<file path="config.mk">
export PLATFORM = sky130hd
export DESIGN_NAME = spc_setpoint_corr
export DESIGN_NICKNAME = d
export VERILOG_FILES = /design/src/rtl/spc_pkg.sv /design/src/rtl/spc_coef_store.sv /design/src/rtl/spc_ctrl.sv /design/src/rtl/spc_pipe.sv /design/src/rtl/spc_setpoint_corr.sv
export SDC_FILE = /design/constraint.sdc
export NUM_CORES = 1
export LEC_CHECK = 0
export BUFFER_PORTS_ARGS = -buffer_cell sky130_fd_sc_hd__buf_2
export CORE_ASPECT_RATIO = 1.4
export CORE_UTILIZATION = 50
export DETAILED_ROUTE_END_ITERATION = 8
export PLACE_DENSITY = 0.67
export SLEW_MARGIN = 40
export SYNTH_ARGS = -nofsm -noshare
export SYNTH_HDL_FRONTEND = slang
export SYNTH_SLANG_ARGS = --single-unit
</file>
<file path="constraint.sdc">
create_clock -name clk -period 6.75 [get_ports clk]
set_clock_uncertainty 0.05 [all_clocks]
set_input_delay 0.3375 -clock clk [delete_from_list [all_inputs] [get_ports clk]]
set_output_delay 0.3375 -clock clk [all_outputs]
set_load 0.03 [all_outputs]
</file>
<file path="src/rtl/spc_pkg.sv">
package spc_pkg;
   typedef enum logic {
      COEF_GAIN   = 1'b0,
      COEF_OFFSET = 1'b1
   } coef_sel_e;

   // Width needed to hold the signed product of a gain and a zero-extended code
   function automatic int prod_width(input int gain_w, input int sp_w);
      return gain_w + sp_w + 1;
   endfunction
endpackage

</file>
<file path="src/rtl/spc_coef_store.sv">
module spc_coef_store
   import spc_pkg::*;
#(
   parameter int GAIN_W = 16,
   parameter int OFS_W  = 10
) (
   input  logic                     clk,
   input  logic                     rst_n,
   input  logic                     we,
   input  logic                     sel,
   input  logic [GAIN_W-1:0]        wdata,
   output logic signed [GAIN_W-1:0] gain_q,
   output logic signed [OFS_W-1:0]  ofs_q,
   output logic signed [GAIN_W-1:0] gain_fwd,
   output logic signed [OFS_W-1:0]  ofs_fwd
);
   logic wr_gain, wr_ofs;

   assign wr_gain = we && (coef_sel_e'(sel) == COEF_GAIN);
   assign wr_ofs  = we && (coef_sel_e'(sel) == COEF_OFFSET);

   always_ff @(posedge clk) begin
      if (!rst_n) begin
         gain_q <= '0;
         ofs_q  <= '0;
      end else begin
         if (wr_gain) gain_q <= wdata;
         if (wr_ofs)  ofs_q  <= wdata[OFS_W-1:0];
      end
   end

   // Forwarded view: a write on the same edge wins over the stored value
   assign gain_fwd = wr_gain ? $signed(wdata) : gain_q;
   assign ofs_fwd  = wr_ofs  ? $signed(wdata[OFS_W-1:0]) : ofs_q;
endmodule

</file>
<file path="src/rtl/spc_ctrl.sv">
module spc_ctrl #(
   parameter int SP_W = 10
) (
   input  logic            clk,
   input  logic            rst_n,
   input  logic            sp_valid,
   input  logic [SP_W-1:0] sp_req,
   input  logic            coef_we,
   input  logic            busy,
   output logic            accept
);
   logic [SP_W-1:0] last_req;
   logic            stale;

   assign accept = sp_valid && !busy && (stale || (sp_req != last_req));

   always_ff @(posedge clk) begin
      if (!rst_n) begin
         last_req <= '0;
         stale    <= 1'b1;
      end else begin
         if (accept) begin
            last_req <= sp_req;
            stale    <= 1'b0;   // a write on this edge is absorbed by the snapshot
         end else if (coef_we) begin
            stale    <= 1'b1;
         end
      end
   end
endmodule

</file>
<file path="src/rtl/spc_pipe.sv">
module spc_pipe
   import spc_pkg::*;
#(
   parameter int SP_W      = 10,
   parameter int GAIN_W    = 16,
   parameter int GAIN_FRAC = 15,
   parameter int OFS_W     = 10,
   parameter bit PIPE_MUL  = 1'b1
) (
   input  logic                     clk,
   input  logic                     rst_n,
   input  logic                     start,
   input  logic [SP_W-1:0]          sp_in,
   input  logic signed [GAIN_W-1:0] gain_in,
   input  logic signed [OFS_W-1:0]  ofs_in,
   output logic [SP_W-1:0]          sp_corr,
   output logic                     busy
);
   localparam int PROD_W = prod_width(GAIN_W, SP_W);
   localparam int SUM_W  = PROD_W + 2;
   localparam logic signed [SUM_W-1:0] MAX_S = {{(SUM_W-SP_W){1'b0}}, {SP_W{1'b1}}};

   // stage 1: snapshot of request and coefficients
   logic                     s1_v;
   logic [SP_W-1:0]          s1_sp;
   logic signed [GAIN_W-1:0] s1_gain;
   logic signed [OFS_W-1:0]  s1_ofs;

   always_ff @(posedge clk) begin
      if (!rst_n) begin
         s1_v    <= 1'b0;
         s1_sp   <= '0;
         s1_gain <= '0;
         s1_ofs  <= '0;
      end else begin
         s1_v <= start;
         if (start) begin
            s1_sp   <= sp_in;
            s1_gain <= gain_in;
            s1_ofs  <= ofs_in;
         end
      end
   end

   logic signed [PROD_W-1:0] prod_c;
   assign prod_c = s1_gain * $signed({1'b0, s1_sp});

   // inputs of the final stage
   logic                     m_v;
   logic signed [PROD_W-1:0] m_prod;
   logic [SP_W-1:0]          m_sp;
   logic signed [OFS_W-1:0]  m_ofs;
   logic                     m_pend;

   generate
      if (PIPE_MUL) begin : g_mul_reg
         logic                     s2_v;
         logic signed [PROD_W-1:0] s2_prod;
         logic [SP_W-1:0]          s2_sp;
         logic signed [OFS_W-1:0]  s2_ofs;
         always_ff @(posedge clk) begin
            if (!rst_n) begin
               s2_v    <= 1'b0;
               s2_prod <= '0;
               s2_sp   <= '0;
               s2_ofs  <= '0;
            end else begin
               s2_v <= s1_v;
               if (s1_v) begin
                  s2_prod <= prod_c;
                  s2_sp   <= s1_sp;
                  s2_ofs  <= s1_ofs;
               end
            end
         end
         assign m_v    = s2_v;
         assign m_prod = s2_prod;
         assign m_sp   = s2_sp;
         assign m_ofs  = s2_ofs;
         assign m_pend = s2_v;
      end else begin : g_mul_comb
         assign m_v    = s1_v;
         assign m_prod = prod_c;
         assign m_sp   = s1_sp;
         assign m_ofs  = s1_ofs;
         assign m_pend = 1'b0;
      end
   endgenerate

   // round half toward +inf, add, subtract offset, clamp
   logic signed [SUM_W-1:0] prod_ext, half_c, delta, sp_ext, ofs_ext, total;
   logic [SP_W-1:0]         clamped;

   assign prod_ext = {{(SUM_W-PROD_W){m_prod[PROD_W-1]}}, m_prod};
   assign half_c   = SUM_W'(1) << (GAIN_FRAC - 1);
   assign delta    = (prod_ext + half_c) >>> GAIN_FRAC;
   assign sp_ext   = {{(SUM_W-SP_W){1'b0}}, m_sp};
   assign ofs_ext  = {{(SUM_W-OFS_W){m_ofs[OFS_W-1]}}, m_ofs};
   assign total    = sp_ext + delta - ofs_ext;

   always_comb begin
      if (total[SUM_W-1])     clamped = '0;
      else if (total > MAX_S) clamped = '1;
      else                    clamped = total[SP_W-1:0];
   end

   logic [SP_W-1:0] out_q;
   always_ff @(posedge clk) begin
      if (!rst_n)   out_q <= '0;
      else if (m_v) out_q <= clamped;
   end

   assign sp_corr = out_q;
   assign busy    = s1_v | m_pend;
endmodule

</file>
<file path="src/rtl/spc_setpoint_corr.sv">
module spc_setpoint_corr
   import spc_pkg::*;
#(
   parameter int SP_W      = 10,
   parameter int GAIN_W    = 16,
   parameter int GAIN_FRAC = 15,
   parameter int OFS_W     = 10,
   parameter bit PIPE_MUL  = 1'b1
) (
   input  logic              clk,
   input  logic              rst_n,
   input  logic              sp_valid,
   input  logic [SP_W-1:0]   sp_req,
   input  logic              coef_we,
   input  logic              coef_sel,
   input  logic [GAIN_W-1:0] coef_wdata,
   output logic [SP_W-1:0]   sp_corr,
   output logic              ready
);
   generate
      if (OFS_W > GAIN_W) begin : g_bad_ofs
         $error("offset field wider than write port");
      end
      if (GAIN_FRAC < 1 || GAIN_FRAC >= GAIN_W) begin : g_bad_frac
         $error("gain fraction bits out of range");
      end
      if (SP_W < 2) begin : g_bad_sp
         $error("set-point width too small");
      end
   endgenerate

   logic signed [GAIN_W-1:0] gain_q, gain_fwd;
   logic signed [OFS_W-1:0]  ofs_q, ofs_fwd;
   logic                     busy_w, accept_w;

   spc_coef_store #(.GAIN_W(GAIN_W), .OFS_W(OFS_W)) u_store (
      .clk(clk), .rst_n(rst_n), .we(coef_we), .sel(coef_sel), .wdata(coef_wdata),
      .gain_q(gain_q), .ofs_q(ofs_q), .gain_fwd(gain_fwd), .ofs_fwd(ofs_fwd)
   );

   spc_ctrl #(.SP_W(SP_W)) u_ctrl (
      .clk(clk), .rst_n(rst_n), .sp_valid(sp_valid), .sp_req(sp_req),
      .coef_we(coef_we), .busy(busy_w), .accept(accept_w)
   );

   spc_pipe #(
      .SP_W(SP_W), .GAIN_W(GAIN_W), .GAIN_FRAC(GAIN_FRAC),
      .OFS_W(OFS_W), .PIPE_MUL(PIPE_MUL)
   ) u_pipe (
      .clk(clk), .rst_n(rst_n), .start(accept_w), .sp_in(sp_req),
      .gain_in(gain_fwd), .ofs_in(ofs_fwd), .sp_corr(sp_corr), .busy(busy_w)
   );

   assign ready = !busy_w;
endmodule

</file>
[Word level (Yosys, flattened, before mapping)]
Cells that the tools add are included.
Operators by class
  reductions and logical operators: 7
  multiplexer cells: 6
  equality and inequality tests: 1
  bitwise logic cells: 2
  $add $sub $neg: 3
  $mul: 1
  magnitude comparators: 1
Operator list (number)
  10-bit two-way mux: 3
  29-bit by 11-bit greater-than comparator with 1-bit output (second input constant): 1
  27-bit by 16-bit adder with 28-bit output (second input constant): 1
  16-bit by 11-bit multiplier with 27-bit output: 1
  16-bit two-way mux: 1
  14-bit by 10-bit subtractor with 15-bit output: 1
  11-bit by 13-bit adder with 14-bit output: 1
  10-bit inequality test: 1
  1-bit logical AND: 4
  1-bit two-way mux: 2
  2-bit nonzero test: 1
  1-bit logical NOT: 1
  1-bit logical OR: 1
  1-bit inverter: 1
  1-bit OR: 1
Word-level totals
  bits of input ports: 31
  register bits: 122
  output and inout port bits: 11
  word-level logic and storage cells: 33

[Depth between registers and ports, before layout]
  word-level depth: 6
  gate-level depth with buffers: 22
  depth with buffers taken out: 20

[By module]
A second synthesis with hierarchy kept.
Second synthesis, totals
  cell total of the unflattened synthesis: 1299
  area, all modules: 11736.3 um^2
By module, submodules not included
  spc_pipe: instances 1, cells each 1073, area each 9671.8 um^2
  spc_coef_store: instances 1, cells each 134, area each 1376.3 um^2
  spc_ctrl: instances 1, cells each 91, area each 684.4 um^2
  spc_setpoint_corr: instances 1, cells each 1, area each 3.8 um^2

[Least setup slack after synthesis]
Ideal clock, no wire load.
  path kind: reg-to-reg
  start point: reg, netlist name u_ctrl.last_req[4]
  end point: reg u_pipe.g_mul_reg.s2_prod[25]
  data arrival time: 5.264 ns
  cell stages (with the launch flop): 21
  library setup time: 0.092 ns
  path slack: 1.344 ns
  cells stage by stage: dfxtp_1 > clkbuf_1 > buf_1 > nand2_1 > fa_1 > inv_1 > fa_1 > fa_1 > fa_1 > inv_1 > fa_1 > inv_1 > ha_1 > a21oi_1 > nor2_1 > a211oi_1 > o21a_1 > o21ai_0 > o211a_1 > o21a_1 > o32ai_1
RTL lines
  end signal, assigned: RTL line spc_pipe.sv:70  | s2_prod <= prod_c;
  end, declared: RTL line spc_pipe.sv:58  | logic signed [PROD_W-1:0] s2_prod;

==> results.txt <==
----------------------------------------------------
[CTS]
  H-tree level count ... 3
  Number of buffers inserted to repair setup after CTS ... 0
  Number of clock buffers inserted by TritonCTS ... 9
  Clock root cell ... clkbuf_16
  CTS clock-pin slew for the worst setup and hold paths ... 0.08 ns
  Cells resized by post-CTS repair ... 0
  Number of buffers added to fix hold violations after cts ... 0
  Clock tree from TritonCTS ... yes
  Max clock buf depth ... 2
  Clock latency reported for the late side of the worst-skew pair ... 0.35 ns
  Number of clock sinks ... 108

[Placement]
  Inst Count DP ... 1416
  Worst setup slack after placement ... 0.914 ns
  DPL Wire Length ... 18800 µm
  Last weighted congestion value of the routability-driven placer ... 0.859
  Number of port buffers ... 41

[Worst setup path]
  Number of cells on the worst reg-to-reg path ... 18
  Type of the worst setup path ... reg2reg
  Delay of the slowest critical-path stage ... 0.86 ns
  R2R setup slack ... 0.92 ns
  R2r endpoint ... u_pipe.g_mul_reg.s2_prod[25]
  Number of gates on the worst path with buffers counted ... 18
  Worst-path maximum fanout ... 19
  Crit path from ... u_ctrl.last_req[4]
  Data required, critical path ... 6.96 ns
  FF-to-FF Start ... u_ctrl.last_req[4]
  Most numerous cell on the critical path ... fa_1
  Setup crit end kind ... register
  Slowest library cell on the worst path ... dfxtp_1
  Crit path to ... u_pipe.g_mul_reg.s2_prod[25]
  Data arrival time of the critical path ... 6.04 ns
  Category of the worst setup path launch point ... register
  Family with the most delay on the worst path ... adder cells
  Worst Path Buf+Inv ... 3
  List of cells traversed by the critical path ... nand2_1 > fa_1 > fa_1 > inv_1 > fa_1 > fa_1 > inv_1 > fa_1 > inv_1 > ha_1 > o21a_1 > o211ai_1 > or2_2 > o21a_1 > o21ai_0 > o211a_1 > o21a_1 > o32ai_1

[Synth]
  Top-area cell type share of the netlist area ... 28.4%
  Total nets after synthesis ... 1432
  Top area cells in the synthesized netlist ... fa_1 (28%), dfxtp_1 (20%), ha_1 (8.9%)
  Fraction of registers with async set or reset after synthesis ... 0%
  Post-Syn Instances ... 1170
  Post-synth EDFFs ... 0
  Mapped Area ... 10900 µm²
  Cell type contributing the most total cell area after synthesis ... fa_1
  Avg Synthesized Cell Area ... 9.27 µm²
  Distinct cell type count after synthesis ... 50
  Number of warnings printed during yosys synthesis ... 0
  Leading register cell type out of synthesis ... dfxtp_1
  Flip-flop and latch count after synthesis ... 108
  Part of the Yosys area used for sequential elements ... 19.9%

[Die]
  IO Count ... 42
  Number of placement rows ... 63
  Core footprint ... 21200 µm²
  Die area ... 22300 µm²
  Vertical extent of the die ... 176 µm
  Initial standard-cell utilization of the core ... 51.2%
  Die width ... 127 µm

[Timing]
  Final Cycle Share ... 86.3%
  Tightest Pin Transition ... 0.872 ns
  Worst max-slew margin expressed relative to the limit ... 41.8%
  Setup repair after global routing missed its margin ... no
  Time the worst path needs with I/O delays and setup ... 5.83 ns
  Count of final hold-check violations ... 0
  Highest attainable clock frequency ... 0.172 GHz
  Number of pins exceeding their max-slew limit in the final report ... 0
  Number of setup violations in the final report ... 0
  Aggregate negative setup slack ... 0 ns
  Final worst slack ... 0.924 ns

[Global routing]
  First-pass GRT wire length ... 39700 µm
  Antenna violations before repair ... 0
  Gr busiest metal ... met2
  Total congestion overflow ... 0
  GR Util met2 ... 40.9%
  GR Layer Usage met1 ... 29.1%
  Largest net degree at the start of global routing ... 101
  Met3 Resource Use GR ... 2.33%
  Number of global-route vias before repair ... 7938
  Global-route usage over all layers ... 23.0%

[Routing]
  Mean number of vias per cell ... 5.32
  Number of iterations in the first detailed-routing pass ... 5
  Average wire length per cell after detail routing ... 16.5 µm
  First DRT Iteration DRCs ... 387
  ANT nets after route ... 0
  Total detailed-routing wirelength ... 23600 µm
  DRC violations left ... 0
  DR vias ... 7621

[Min path]
  Worst hold-check path type ... in2reg

[Final layout]
  FILL cells ... 1952
  Most frequent standard cell in the layout excluding fill and tap cells ... inv_1
  ANT cells ... 0
  NumNets Final ... 1429
  Non-filler instance count after layout ... 1432
  Area growth, synth to finish ... 5.95%
  Proportion of layout cells with a drive suffix above 1 ... 6.23%
  Leading cell types in the layout, fill and taps excluded ... inv_1 (197), fa_1 (154), nand2_1 (152), dfxtp_1 (107), ha_1 (77)

[Run status]
  Outcome ... completed

[Power]
  Leak ... 5.76 nW
  IR Drop Worst-Case VDD ... 146 µV
  Power Density ... 164 nW/µm²

[Flow run]
  Count of max-cap constraint violations ... 0

----------------------------------------------------
==> state kept, by name (all words and copies together) (netlist names) <==
| register | cells |
|---|---|
| u_pipe.s1_gain | 16 |
| u_store.ofs_q | 10 |
| u_ctrl.last_req | 10 |
| u_pipe.s1_v | 1 |
| u_ctrl.stale | 1 |
| u_pipe.g_mul_reg.s2_sp | 10 |
| u_pipe.s1_ofs | 10 |
| u_store.gain_q | 16 |
| u_pipe.g_mul_reg.s2_v | 1 |
| u_pipe.g_mul_reg.s2_ofs | 10 |
| u_pipe.g_mul_reg.s2_prod | 13 |
| u_pipe.sp_corr | 10 |
==> cell families after synthesis <==
| logic type | share of synthesized area, % |
|---|---|
| muxes | 5.85 |
| adders and majority gates | 37.3 |
| AOI/OAI and AO/OA | 8.04 |
| DFF | 19.9 |
| xor gates and xnor gates | 3.71 |
| and+or+nand+nor | 16.2 |
| buffers and inverters | 9.04 |
==> worst register-to-register path: stages, from the launching register on <==
cell      delay [ns]
dfxtp_1         0.86
nand2_1         0.19
fa_1            0.53
fa_1            0.52
inv_1           0.05
fa_1            0.46
fa_1            0.54
inv_1           0.06
fa_1            0.55
inv_1           0.05
ha_1            0.31
o21a_1          0.19
o211ai_1        0.19
or2_2           0.15
o21a_1          0.23
o21ai_0         0.17
o211a_1         0.26
o21a_1          0.16
o32ai_1         0.21
==> through the flow <==
step / hold WS, ns / util [%] / area, µm² / total power [mW]
after floorplan: 0.409 / - / 10900 / 1.23
after global placement: 0.430 / 52.8 / 11200 / 1.37
after detailed placement: 0.438 / 52.8 / 11200 / 1.39
after CTS: 0.209 / 54.2 / 11500 / 1.91
after global routing: 0.221 / 54.2 / 11500 / 2.01
final: 0.215 / 54.2 / 11500 / 1.89
==> layer usage <==
metal	routed length (µm)	vias up	share of wire, %
li1	-	3634	-
met1	10000	3798	42
met2	12200	153	52
met3	901	36	3.8
met4	524	0	2.2
met5	0	-	0
==> layout make-up <==
cell class	count	area (µm²)	area share, %
flip-flops and latches	108	2160	18.8
clock inverters	7	63.8	0.555
inverters	197	739	6.43
clock buffers	9	225	1.96
well taps	260	325	2.83
repair buffers	47	254	2.21
multi-input cells	804	7730	67.2
==> cells in the mapped netlist (2+ instances only) <==
cell type,number
inv_1,197
fa_1,154
nand2_1,152
dfxtp_1,108
ha_1,77
nor2b_1,68
and2_1,67
mux2i_1,62
clkbuf_1,45
o211a_1,28
xor2_1,26
a21oi_1,22
o21ai_0,21
xnor2_1,20
nor2_1,17
buf_2,10
a22oi_1,8
and3_1,7
nand3_1,7
nor3_1,7
buf_1,6
o21a_1,6
a21o_1,5
a31oi_1,5
nand3b_1,5
a211oi_1,4
o211ai_1,4
nand2b_1,3
o21bai_1,3
nor3b_1,2
nor4_1,2
o31ai_1,2
o32ai_1,2
or2_2,2
==> how the worst min path moves through the flow <==
stage / slack [ns] / start / to / cells past startpoint
6_report: 0.22 / coef_wdata[14] / u_store.gain_q[14] / 3
4_1_cts: 0.21 / coef_wdata[10] / u_store.gain_q[10] / 3
3_5_place_dp: 0.44 / u_pipe.s1_ofs[6] / u_pipe.s1_ofs[6] / 1
3_3_place_gp: 0.43 / u_pipe.s1_ofs[5] / u_pipe.s1_ofs[5] / 1
2_1_floorplan: 0.41 / u_pipe.g_mul_reg.s2_prod[24] / u_pipe.g_mul_reg.s2_prod[24] / 2
5_1_grt: 0.22 / coef_wdata[14] / u_store.gain_q[14] / 3
==> where the power goes <==
part           leakage [nW]  internal, mW  switching, mW
registers             0.883         0.675         0.0724
logic                  4.74         0.266          0.357
clock network         0.143         0.260          0.258
total                  5.76          1.20          0.687
Power figures use the tool's default switching activity.
